**config.mk**
```make
export PLATFORM = sky130hd
export DESIGN_NAME = spi_duplex_master
export DESIGN_NICKNAME = d
export VERILOG_FILES = /design/src/rtl/spi_duplex_master.sv
export SDC_FILE = /design/constraint.sdc
export NUM_CORES = 1
export LEC_CHECK = 0
export ABC_CLOCK_PERIOD_IN_PS = 6300
export BUFFER_PORTS_ARGS = -buffer_cell sky130_fd_sc_hd__buf_2
export CAP_MARGIN = 30
export CORE_MARGIN = 2
export CORE_UTILIZATION = 33
export CTS_CLUSTER_SIZE = 20
export DETAILED_ROUTE_END_ITERATION = 8
export PLACE_DENSITY = 0.45
export SETUP_SLACK_MARGIN = 0.3
export SLEW_MARGIN = 20
export SYNTH_ARGS = -nofsm -noshare
export SYNTH_HDL_FRONTEND = slang
export SYNTH_SLANG_ARGS = --single-unit
```
**constraint.sdc**
```tcl
create_clock -name clk -period 6.3 [get_ports clk]
set_input_delay 0.945 -clock clk [delete_from_list [all_inputs] [get_ports clk]]
set_output_delay 0.945 -clock clk [all_outputs]
set_load 0.01 [all_outputs]
```
**src/rtl/spi_duplex_master.sv**
```systemverilog
`timescale 1ns/1ps
module spi_duplex_master #(
  parameter int FIFO_AW = 4,
  parameter int DIV_W   = 16
) (
  input  logic        clk,
  input  logic        rst_n,
  input  logic        bus_wr,
  input  logic        bus_rd,
  input  logic [1:0]  bus_addr,
  input  logic [31:0] bus_wdata,
  output logic [31:0] bus_rdata,
  output logic        irq,
  output logic        sck,
  output logic        cs_out,
  output logic        mosi,
  input  logic        miso
);
  localparam int DEPTH = 1 << FIFO_AW;
  localparam int CW    = FIFO_AW + 1;

  typedef enum logic [2:0] {S_IDLE, S_LEAD, S_WAIT, S_BYTE, S_TRAIL} st_t;
  st_t st;

  logic [31:0] cfg;
  logic [7:0]  tx_mem [DEPTH];
  logic [7:0]  rx_mem [DEPTH];
  logic [FIFO_AW-1:0] tx_wp, tx_rp, rx_wp, rx_rp;
  logic [CW-1:0] tx_cnt, rx_cnt;
  logic [3:0]  h;
  logic [DIV_W-1:0] div_cnt;
  logic [7:0]  byte_cnt, tx_len, tot_len, txsh, rxsh;
  logic        fin, pend;

  wire wr_data = bus_wr && bus_addr == 2'd0;
  wire rd_data = bus_rd && bus_addr == 2'd0;
  wire wr_stat = bus_wr && bus_addr == 2'd1;
  wire wr_cfg  = bus_wr && bus_addr == 2'd2;
  wire wr_int  = bus_wr && bus_addr == 2'd3;

  wire cpol = cfg[0];
  wire cpha = cfg[1];
  wire lsb  = cfg[4];
  wire [DIV_W-1:0] div_n = cfg[16 +: DIV_W];

  wire busy     = st != S_IDLE;
  wire tx_empty = tx_cnt == 0;
  wire tx_full  = tx_cnt == CW'(DEPTH);
  wire rx_empty = rx_cnt == 0;
  wire rx_full  = rx_cnt == CW'(DEPTH);

  wire srst = wr_stat && bus_wdata[1];
  wire go   = wr_stat && bus_wdata[0] && !srst && !busy && cfg[6];
  wire tick = (st == S_LEAD || st == S_BYTE || st == S_TRAIL) && div_cnt == div_n;
  wire last_half = st == S_BYTE && tick && h == 4'hF;

  wire need_tx  = byte_cnt < tx_len;
  wire more     = byte_cnt != tot_len;
  wire rx_push  = last_half;
  wire rx_ok    = (rx_cnt + CW'(rx_push)) < CW'(DEPTH);
  wire can_go   = more && (!need_tx || !tx_empty) && rx_ok;
  wire at_bound = (st == S_LEAD && tick) || st == S_WAIT || last_half;
  wire launch   = at_bound && can_go;
  wire tx_pop   = launch && need_tx;
  wire tx_push  = wr_data && !tx_full;
  wire rx_pop   = rd_data && !rx_empty;
  wire fin_evt  = (st == S_TRAIL && tick) || (last_half && !more && cpha);

  always_ff @(posedge clk) begin
    if (tx_push) tx_mem[tx_wp] <= bus_wdata[7:0];
    if (rx_push) rx_mem[rx_wp] <= rxsh;
  end

  always_ff @(posedge clk or negedge rst_n) begin
    if (!rst_n) begin
      tx_wp <= '0; tx_rp <= '0; tx_cnt <= '0;
      rx_wp <= '0; rx_rp <= '0; rx_cnt <= '0;
    end else if (srst) begin
      tx_wp <= '0; tx_rp <= '0; tx_cnt <= '0;
      rx_wp <= '0; rx_rp <= '0; rx_cnt <= '0;
    end else begin
      if (tx_push) tx_wp <= tx_wp + 1'b1;
      if (tx_pop)  tx_rp <= tx_rp + 1'b1;
      tx_cnt <= tx_cnt + CW'(tx_push) - CW'(tx_pop);
      if (rx_push) rx_wp <= rx_wp + 1'b1;
      if (rx_pop)  rx_rp <= rx_rp + 1'b1;
      rx_cnt <= rx_cnt + CW'(rx_push) - CW'(rx_pop);
    end
  end

  always_ff @(posedge clk or negedge rst_n) begin
    if (!rst_n) begin
      st <= S_IDLE; h <= '0; byte_cnt <= '0; tx_len <= '0; tot_len <= '0;
      txsh <= '0; rxsh <= '0; div_cnt <= '0;
    end else if (srst) begin
      st <= S_IDLE; h <= '0; byte_cnt <= '0; div_cnt <= '0;
    end else begin
      div_cnt <= (tick || st == S_IDLE || st == S_WAIT) ? '0 : div_cnt + 1'b1;
      case (st)
        S_IDLE:  if (go) begin
                   st <= S_LEAD; byte_cnt <= '0;
                   tx_len <= bus_wdata[23:16]; tot_len <= bus_wdata[31:24];
                 end
        S_LEAD:  if (tick) st <= launch ? S_BYTE : (more ? S_WAIT : S_TRAIL);
        S_WAIT:  if (launch) st <= S_BYTE;
        S_BYTE:  if (tick) begin
                   if (h != 4'hF) h <= h + 1'b1;
                   else st <= launch ? S_BYTE : more ? S_WAIT : (cpha ? S_IDLE : S_TRAIL);
                 end
        default: if (tick) st <= S_IDLE;
      endcase
      if (launch) begin
        h <= '0;
        byte_cnt <= byte_cnt + 1'b1;
        txsh <= need_tx ? tx_mem[tx_rp] : 8'h00;
      end
      if (st == S_BYTE && tick && !h[0])
        rxsh <= lsb ? {miso, rxsh[7:1]} : {rxsh[6:0], miso};
    end
  end

  always_ff @(posedge clk or negedge rst_n) begin
    if (!rst_n) begin
      cfg <= '0; fin <= 1'b0; pend <= 1'b0;
    end else begin
      if (wr_cfg) cfg <= bus_wdata;
      if (srst) fin <= 1'b0;
      else if (fin_evt) fin <= 1'b1;
      else if (wr_stat && bus_wdata[6]) fin <= 1'b0;
      if ((cfg[15] && fin_evt) || (cfg[11] && tx_empty && busy) || (cfg[14] && rx_full))
        pend <= 1'b1;
      else if (wr_int && bus_wdata[6]) pend <= 1'b0;
    end
  end

  wire [2:0] bit_i = h[3:1];
  assign sck    = (st == S_BYTE) ? (cpol ^ (cpha ? ~h[0] : h[0])) : cpol;
  assign mosi   = (st == S_BYTE) ? txsh[lsb ? bit_i : 3'd7 - bit_i] : 1'b0;
  assign cs_out = cfg[5] ? busy : !busy;
  assign irq    = pend;

  always_comb begin
    case (bus_addr)
      2'd0:    bus_rdata = {24'h0, rx_empty ? 8'h00 : rx_mem[rx_rp]};
      2'd1:    bus_rdata = {tot_len, tx_len, rx_cnt[3:0], tx_cnt[3:0], 1'b0, fin,
                            rx_full, rx_empty, tx_full, tx_empty, 1'b0, busy};
      2'd2:    bus_rdata = cfg;
      default: bus_rdata = {25'h0, pend, 5'h0, busy};
    endcase
  end
endmodule

```
[Yosys cells after proc, flatten, opt, wreduce, memory -nomap -nowiden]
Memory sizes are Yosys's and may differ from the RTL's.
Index checks and enable logic that the tools add are counted.
Operators by class
  add/subtract/negate cells: 12
  $lt $le $gt $ge: 3
  eq/ne operators: 18
  muxes and demuxes: 54
  bitwise gates (word level): 3
  reduce and logical (&&, ||, !) cells: 71
Operators by type and width (number)
  case mux 32 bit (3 select lines): 1
  2-to-1 mux 8 bit: 7
  2-to-1 mux 4 bit: 13
  2-to-1 mux 3 bit: 13
  2-to-1 mux 16 bit: 2
  logical AND 1 bit: 30
  nonzero test 3 bit: 7
  adder 4 x 1 -> 4 bit (second input constant): 5
  adder 16 x 1 -> 16 bit (second input constant): 1
  equality test 16 bit: 1
  inequality test 3 bit (second input constant): 5
  2-to-1 mux 1 bit: 14
  case mux 3 bit (4 select lines): 1
  adder 5 x 1 -> 5 bit: 2
  equality test 5 bit (second input constant): 2
  logical NOT 5 bit: 2
  logical OR 1 bit: 10
  2-to-1 mux 5 bit: 2
  nonzero test 2 bit: 5
  subtractor 5 x 1 -> 5 bit: 2
  adder 8 x 1 -> 8 bit (second input constant): 1
  logical NOT 1 bit: 8
  less-than comparator 8 bit: 1
  inequality test 8 bit: 1
  19 further kinds: 25
Storage, ports and cells
  register bits after elaboration: 123
  memory bits (writable): 256
  input bits: 39
  output and inout port bits: 36
  word-level logic and storage cells: 180
  memories kept: 2
Memory list
  rx_mem: words 16, bits a word 8, read ports 1, clocked after Yosys merged registers in 0, wr ports 1, RTL line 27  | logic [7:0] rx_mem [DEPTH];
  tx_mem: words 16, bits a word 8, read ports 1, clocked after Yosys merged registers in 0, wr ports 1, RTL line 26  | logic [7:0] tx_mem [DEPTH];

[Logic depth before layout (Yosys ltp)]
  word-level depth: 15
  mapped depth: 21
  mapped depth without buffers: 21

[Worst setup path before layout]
No wires, ideal clock.
  path type: flip-flop to flip-flop
  start point: register div_cnt[2]
  end point: register tx_cnt[4]
  setup time: 0.136 ns
  arrival time: 4.207 ns
  required time: 6.164 ns
  setup slack: 1.956 ns
  cell stages (with the launch flop): 22
  buffers on the path: 0
  clock period less this slack: 4.344 ns
  cell sequence: dfrtp_1 -> xor2_1 -> nor4_1 -> nand4_1 -> nor3_4 -> ha_1 -> ha_1 -> nand3_1 -> xnor2_1 -> a2111oi_4 -> nand2_1 -> nor3_1 -> ha_1 -> inv_1 -> ha_1 -> inv_1 -> fa_1 -> inv_1 -> a21oi_1 -> nor2_1 -> or3_1 -> a21oi_1
On the way
  longest elaborated chain between the ends: 11
  elaborated cells between the ends (all ways): 14
  those cells by class: add/sub: 2; order compare: 1; eq/ne: 1; mux: 1; reduce/logical: 9
RTL lines
  start, declared: RTL line 31  | logic [DIV_W-1:0] div_cnt;
  start signal, assigned: RTL line 98  | div_cnt <= (tick || st == S_IDLE || st == S_WAIT) ? '0 : div_cnt + 1'b1;
  equality test 16 bit (*): RTL line 54  | wire tick = (st == S_LEAD || st == S_BYTE || st == S_TRAIL) && div_cnt == div_n;
  logical AND 1 bit (*): RTL line 54
  logical AND 1 bit (2 in series): RTL line 55  | wire last_half = st == S_BYTE && tick && h == 4'hF;
  adder 5 x 1 -> 5 bit: RTL line 60  | wire rx_ok = (rx_cnt + CW'(rx_push)) < CW'(DEPTH);
  less-than comparator 5 bit: RTL line 60
  logical AND 1 bit: RTL line 61  | wire can_go = more && (!need_tx || !tx_empty) && rx_ok;
  logical AND 1 bit (*): RTL line 63  | wire launch = at_bound && can_go;
  logical AND 1 bit (*): RTL line 64  | wire tx_pop = launch && need_tx;
  subtractor 5 x 1 -> 5 bit (*): RTL line 84  | tx_cnt <= tx_cnt + CW'(tx_push) - CW'(tx_pop);
  2-to-1 mux 5 bit (*): RTL line 78  | end else if (srst) begin
  end signal, assigned: RTL line 84
  end, declared: RTL line 29  | logic [CW-1:0] tx_cnt, rx_cnt;
Mark *: on every way between the ends. The rest lies on a longest branch, timed or not.
A chain may end at the register's enable or synchronous reset.

[Worst setup path in the final report]
  start point: register div_cnt[13]
  end point: register tx_cnt[4]
The elaborated chain is that of the path after synthesis.

==> impl_metrics.xml <==
<?xml version="1.0" encoding="UTF-8"?>
<metrics>
  <group name="cells_and_area">
    <metric name="final-seq-area" unit="um^2">10800</metric>
    <metric name="final_net_count" unit="">1260</metric>
    <metric name="multi_input_comb_area" unit="um^2">5660</metric>
    <metric name="flow.area_growth_from_synthesis" unit="%">15.1</metric>
    <metric name="layout-drive-gt1-share" unit="">0.232</metric>
    <metric name="diodes" unit="">0</metric>
    <metric name="fin_cells" unit="">1897</metric>
    <metric name="fill_cell_total_of_the_finished_layout" unit="">4680</metric>
  </group>
  <group name="clock_network">
    <metric name="cts_setup_buffers" unit="">0</metric>
    <metric name="clk_transition_reported_paths" unit="ps">60</metric>
    <metric name="clock_sink_count" unit="">379</metric>
    <metric name="clk_latency" unit="ps">570</metric>
    <metric name="ctsHtreeMaxLevel" unit="">2</metric>
    <metric name="cts_hold_buffers" unit="">0</metric>
    <metric name="root_buffer" unit="">sky130_fd_sc_hd__clkbuf_16</metric>
    <metric name="cts_buffers" unit="">44</metric>
    <metric name="cts_buffer_depth" unit="">3</metric>
    <metric name="tritoncts_clock_tree" unit="">done</metric>
    <metric name="post_cts_resize_count" unit="">0</metric>
  </group>
  <group name="grt">
    <metric name="number_of_antenna_violations_at_the_first_check_in_global_routing" unit="">2</metric>
    <metric name="globalRoute.totalOverflow" unit="">0</metric>
    <metric name="grt_use_total" unit="">0.166</metric>
    <metric name="grt_pass1_wl" unit="um">65100</metric>
    <metric name="grt_start_max_net_pins" unit="">72</metric>
    <metric name="grt_pass1_vias" unit="">9876</metric>
  </group>
  <group name="synthesis">
    <metric name="synthDominantAreaCellType" unit="">sky130_fd_sc_hd__edfxtp_1</metric>
    <metric name="synthTopCellsByArea" unit="">sky130_fd_sc_hd__edfxtp_1, sky130_fd_sc_hd__dfrtp_1, sky130_fd_sc_hd__mux4_2</metric>
    <metric name="yosys_most_used_dff" unit="">sky130_fd_sc_hd__edfxtp_1</metric>
    <metric name="postSynthNetCount" unit="">1174</metric>
    <metric name="synth_top_area_frac" unit="">0.458</metric>
    <metric name="synth_area" unit="um^2">16800</metric>
    <metric name="yosys.cell_types.count" unit="">66</metric>
    <metric name="syn_inst" unit="">1104</metric>
    <metric name="post-synth-top-count-cell" unit="">sky130_fd_sc_hd__edfxtp_1</metric>
    <metric name="post_synth.cell_area_avg" unit="um^2">15.2</metric>
    <metric name="leading_post_synthesis_cells_by_instance_count" unit="">sky130_fd_sc_hd__edfxtp_1, sky130_fd_sc_hd__dfrtp_1, sky130_fd_sc_hd__nand2_1, sky130_fd_sc_hd__mux4_2, sky130_fd_sc_hd__nor2_1</metric>
    <metric name="synth_edf_count" unit="">256</metric>
    <metric name="yosysWarnings" unit="">0</metric>
    <metric name="synthArstFlopShare" unit="">0.325</metric>
    <metric name="ys_ff_latch" unit="">379</metric>
    <metric name="synth-seq-area-share" unit="">0.642</metric>
  </group>
  <group name="route">
    <metric name="first_iter_violations" unit="">665</metric>
    <metric name="avgViaCountPerCell" unit="">5.01</metric>
    <metric name="number_of_design_rule_violations_left_after_detail_routing" unit="">0</metric>
    <metric name="routedWlPerCell" unit="um">22.6</metric>
    <metric name="first_pass_iters" unit="">5</metric>
    <metric name="vias" unit="">9507</metric>
    <metric name="postRouteAntennaNets" unit="">0</metric>
    <metric name="drt-total-wl" unit="um">43000</metric>
  </group>
  <group name="sta">
    <metric name="slew_viol_final" unit="">0</metric>
    <metric name="final.period_utilization" unit="">0.855</metric>
    <metric name="worstMarginPinSlew" unit="ps">1020</metric>
    <metric name="setup_ws" unit="ps">911</metric>
    <metric name="slew_headroom" unit="">0.320</metric>
    <metric name="setup-tns-final" unit="ps">0</metric>
    <metric name="grt_setup_unrepaired" unit="">no</metric>
    <metric name="setup_viol" unit="">0</metric>
    <metric name="final.setup_skew" unit="ps">18.8</metric>
    <metric name="max_freq" unit="MHz">186</metric>
    <metric name="fin_crit" unit="ps">5390</metric>
    <metric name="finalHoldViolations" unit="">0</metric>
  </group>
  <group name="pwr">
    <metric name="peakVddDrop" unit="uV">200</metric>
    <metric name="fin_total_pwr" unit="mW">7.48</metric>
    <metric name="power-per-cell-area" unit="nW/um^2">387</metric>
    <metric name="power.leakage" unit="nW">7.28</metric>
  </group>
  <group name="floorplan">
    <metric name="dieArea" unit="um^2">52600</metric>
    <metric name="die-width" unit="um">229</metric>
    <metric name="placement_rows" unit="">82</metric>
    <metric name="initial_standard_cell_utilization_of_the_core" unit="">0.334</metric>
    <metric name="ioPinCount" unit="">75</metric>
    <metric name="core_region_area" unit="um^2">50200</metric>
    <metric name="fp.dieH" unit="um">229</metric>
  </group>
  <group name="setup_path">
    <metric name="worst-endpoint-required" unit="ps">6710</metric>
    <metric name="critPathMaxFanout" unit="">7</metric>
    <metric name="ff2ff_setup_slack" unit="ps">910</metric>
    <metric name="crit_path_end_kind" unit="">register</metric>
    <metric name="worst_ep_arrival_time" unit="ps">5800</metric>
    <metric name="timing.critical_path.from_type" unit="">register</metric>
    <metric name="worstSetupPathType" unit="">register to register</metric>
  </group>
  <group name="placement">
    <metric name="post-place-cells" unit="">1815</metric>
    <metric name="place.detailed.hpwl" unit="um">28500</metric>
    <metric name="final_gp_congestion" unit="">0.779</metric>
    <metric name="buffer_ports.inserted" unit="">74</metric>
    <metric name="detailedPlace.worstSlack" unit="ps">1000</metric>
  </group>
  <group name="run">
    <metric name="max_cap_violations" unit="">0</metric>
  </group>
  <group name="min_path">
    <metric name="hold_path.class" unit="">input port to async pin</metric>
  </group>
  <group name="status">
    <metric name="run_status" unit="">complete, no violations</metric>
  </group>
</metrics>
## power breakdown
group	switching (mW)	internal (mW)
Clock	1.04	1.43
Combinational	0.960	0.816
Sequential	0.357	2.87
Total	2.36	5.12
## registers in the layout (all words and copies together), names as in the netlist, 5 cells and up
signal    cells
rx_mem      128
tot_len       8
cfg          32
tx_cnt        5
rxsh          8
txsh          8
tx_mem      128
tx_len        8
rx_cnt        5
div_cnt      16
byte_cnt      8
## final cells by class
type / instances / share of cell area
sequential: 379 / 0.558
clock buffer: 56 / 0.0599
tap: 672 / 0.0435
multi-input combinational: 640 / 0.293
timing repair buffer: 94 / 0.0281
clock inverter: 25 / 0.0117
inverter: 31 / 0.00603
## critical path, cell delays in order, from the launching register on
cell                        delay [ps]
sky130_fd_sc_hd__dfrtp_1           410
sky130_fd_sc_hd__xor2_1            180
sky130_fd_sc_hd__nor4_1            550
sky130_fd_sc_hd__nand4_1           260
sky130_fd_sc_hd__buf_4             240
sky130_fd_sc_hd__nor3_4            320
sky130_fd_sc_hd__ha_1              240
sky130_fd_sc_hd__ha_1              190
sky130_fd_sc_hd__nand3_1           100
sky130_fd_sc_hd__xnor2_1           250
sky130_fd_sc_hd__a2111oi_4         430
sky130_fd_sc_hd__nand2_1           180
sky130_fd_sc_hd__nor3_1            470
sky130_fd_sc_hd__ha_1              320
sky130_fd_sc_hd__inv_1              50
sky130_fd_sc_hd__ha_1              150
sky130_fd_sc_hd__inv_1              60
sky130_fd_sc_hd__fa_1              390
sky130_fd_sc_hd__inv_1              70
sky130_fd_sc_hd__a21oi_1            60
sky130_fd_sc_hd__nor2_1            110
sky130_fd_sc_hd__or3_1             120
sky130_fd_sc_hd__a21oi_1            60
## cells by family (layout without fill, tap and decap cells)
| family | after synthesis | after routing | synth area share |
|---|---|---|---|
| compound gates | 127 | 127 | 0.0548 |
| xor+xnor | 62 | 62 | 0.0324 |
| fa+ha+maj | 31 | 31 | 0.0236 |
| buf+inv | 85 | 206 | 0.0210 |
| flops | 379 | 379 | 0.642 |
| mux | 144 | 144 | 0.143 |
| simple gates | 276 | 276 | 0.0834 |
## cells in the final DEF, fill, tap and decap left out, types with 4 or more instances in the layout
| cell type | instances |
|---|---|
| sky130_fd_sc_hd__nand3_1 | 26 |
| sky130_fd_sc_hd__clkinv_2 | 7 |
| sky130_fd_sc_hd__mux2_2 | 38 |
| sky130_fd_sc_hd__clkinv_1 | 10 |
| sky130_fd_sc_hd__a21oi_1 | 18 |
| sky130_fd_sc_hd__and3_1 | 15 |
| sky130_fd_sc_hd__buf_2 | 73 |
| sky130_fd_sc_hd__nor3_1 | 7 |
| sky130_fd_sc_hd__xnor2_1 | 16 |
| sky130_fd_sc_hd__mux2i_1 | 28 |
| sky130_fd_sc_hd__inv_1 | 30 |
| sky130_fd_sc_hd__and2_1 | 39 |
| sky130_fd_sc_hd__nor2_1 | 61 |
| sky130_fd_sc_hd__a211oi_1 | 19 |
| sky130_fd_sc_hd__ha_1 | 30 |
| sky130_fd_sc_hd__o21ai_1 | 4 |
| sky130_fd_sc_hd__clkbuf_16 | 44 |
| sky130_fd_sc_hd__dfrtp_1 | 121 |
| sky130_fd_sc_hd__xor2_1 | 46 |
| sky130_fd_sc_hd__nand4_1 | 10 |
| sky130_fd_sc_hd__o21ai_0 | 23 |
| sky130_fd_sc_hd__clkbuf_1 | 11 |
| sky130_fd_sc_hd__a22o_1 | 26 |
| sky130_fd_sc_hd__nand2b_1 | 7 |
| sky130_fd_sc_hd__nor4_1 | 6 |
| sky130_fd_sc_hd__a21o_1 | 5 |
| sky130_fd_sc_hd__buf_4 | 18 |
| sky130_fd_sc_hd__nand2_1 | 78 |
| sky130_fd_sc_hd__a22oi_1 | 4 |
| sky130_fd_sc_hd__edfxtp_1 | 256 |
| sky130_fd_sc_hd__mux4_2 | 72 |
| sky130_fd_sc_hd__mux2_1 | 6 |
## layer usage
metal	wire length, um	global-route usage	vias to the layer above
met5	0	0	-
met1	19700	0.227	4909
li1	-	-	4375
met3	1550	0.0261	63
met2	20700	0.271	160
met4	1000	0.0497	0
## per-stage QoR
stage | hold WS (ps) | util | area, um^2
floorplan | 469 | - | 16800
global placement | 489 | 0.356 | 17900
detailed placement | 496 | 0.357 | 17900
CTS | 422 | 0.385 | 19300
global route | 446 | 0.385 | 19300
finish | 378 | 0.385 | 19300
## path summary, 6_finish.rpt
kind	startpoint	endpoint	depth (start not counted)
hold reg to reg	cfg[12]$_DFFE_PN0P_	cfg[12]$_DFFE_PN0P_	1
max in group asynchronous	rst_n	div_cnt[13]$_DFF_PN0_	2
setup / recovery	div_cnt[13]$_DFF_PN0_	tx_cnt[4]$_DFF_PN0_	22
setup reg to reg	div_cnt[13]$_DFF_PN0_	tx_cnt[4]$_DFF_PN0_	22
hold / removal	rst_n	rxsh[4]$_DFFE_PN0P_	1
min in group clk	cfg[12]$_DFFE_PN0P_	cfg[12]$_DFFE_PN0P_	1
No activity file was read; power rests on OpenSTA's default activity.
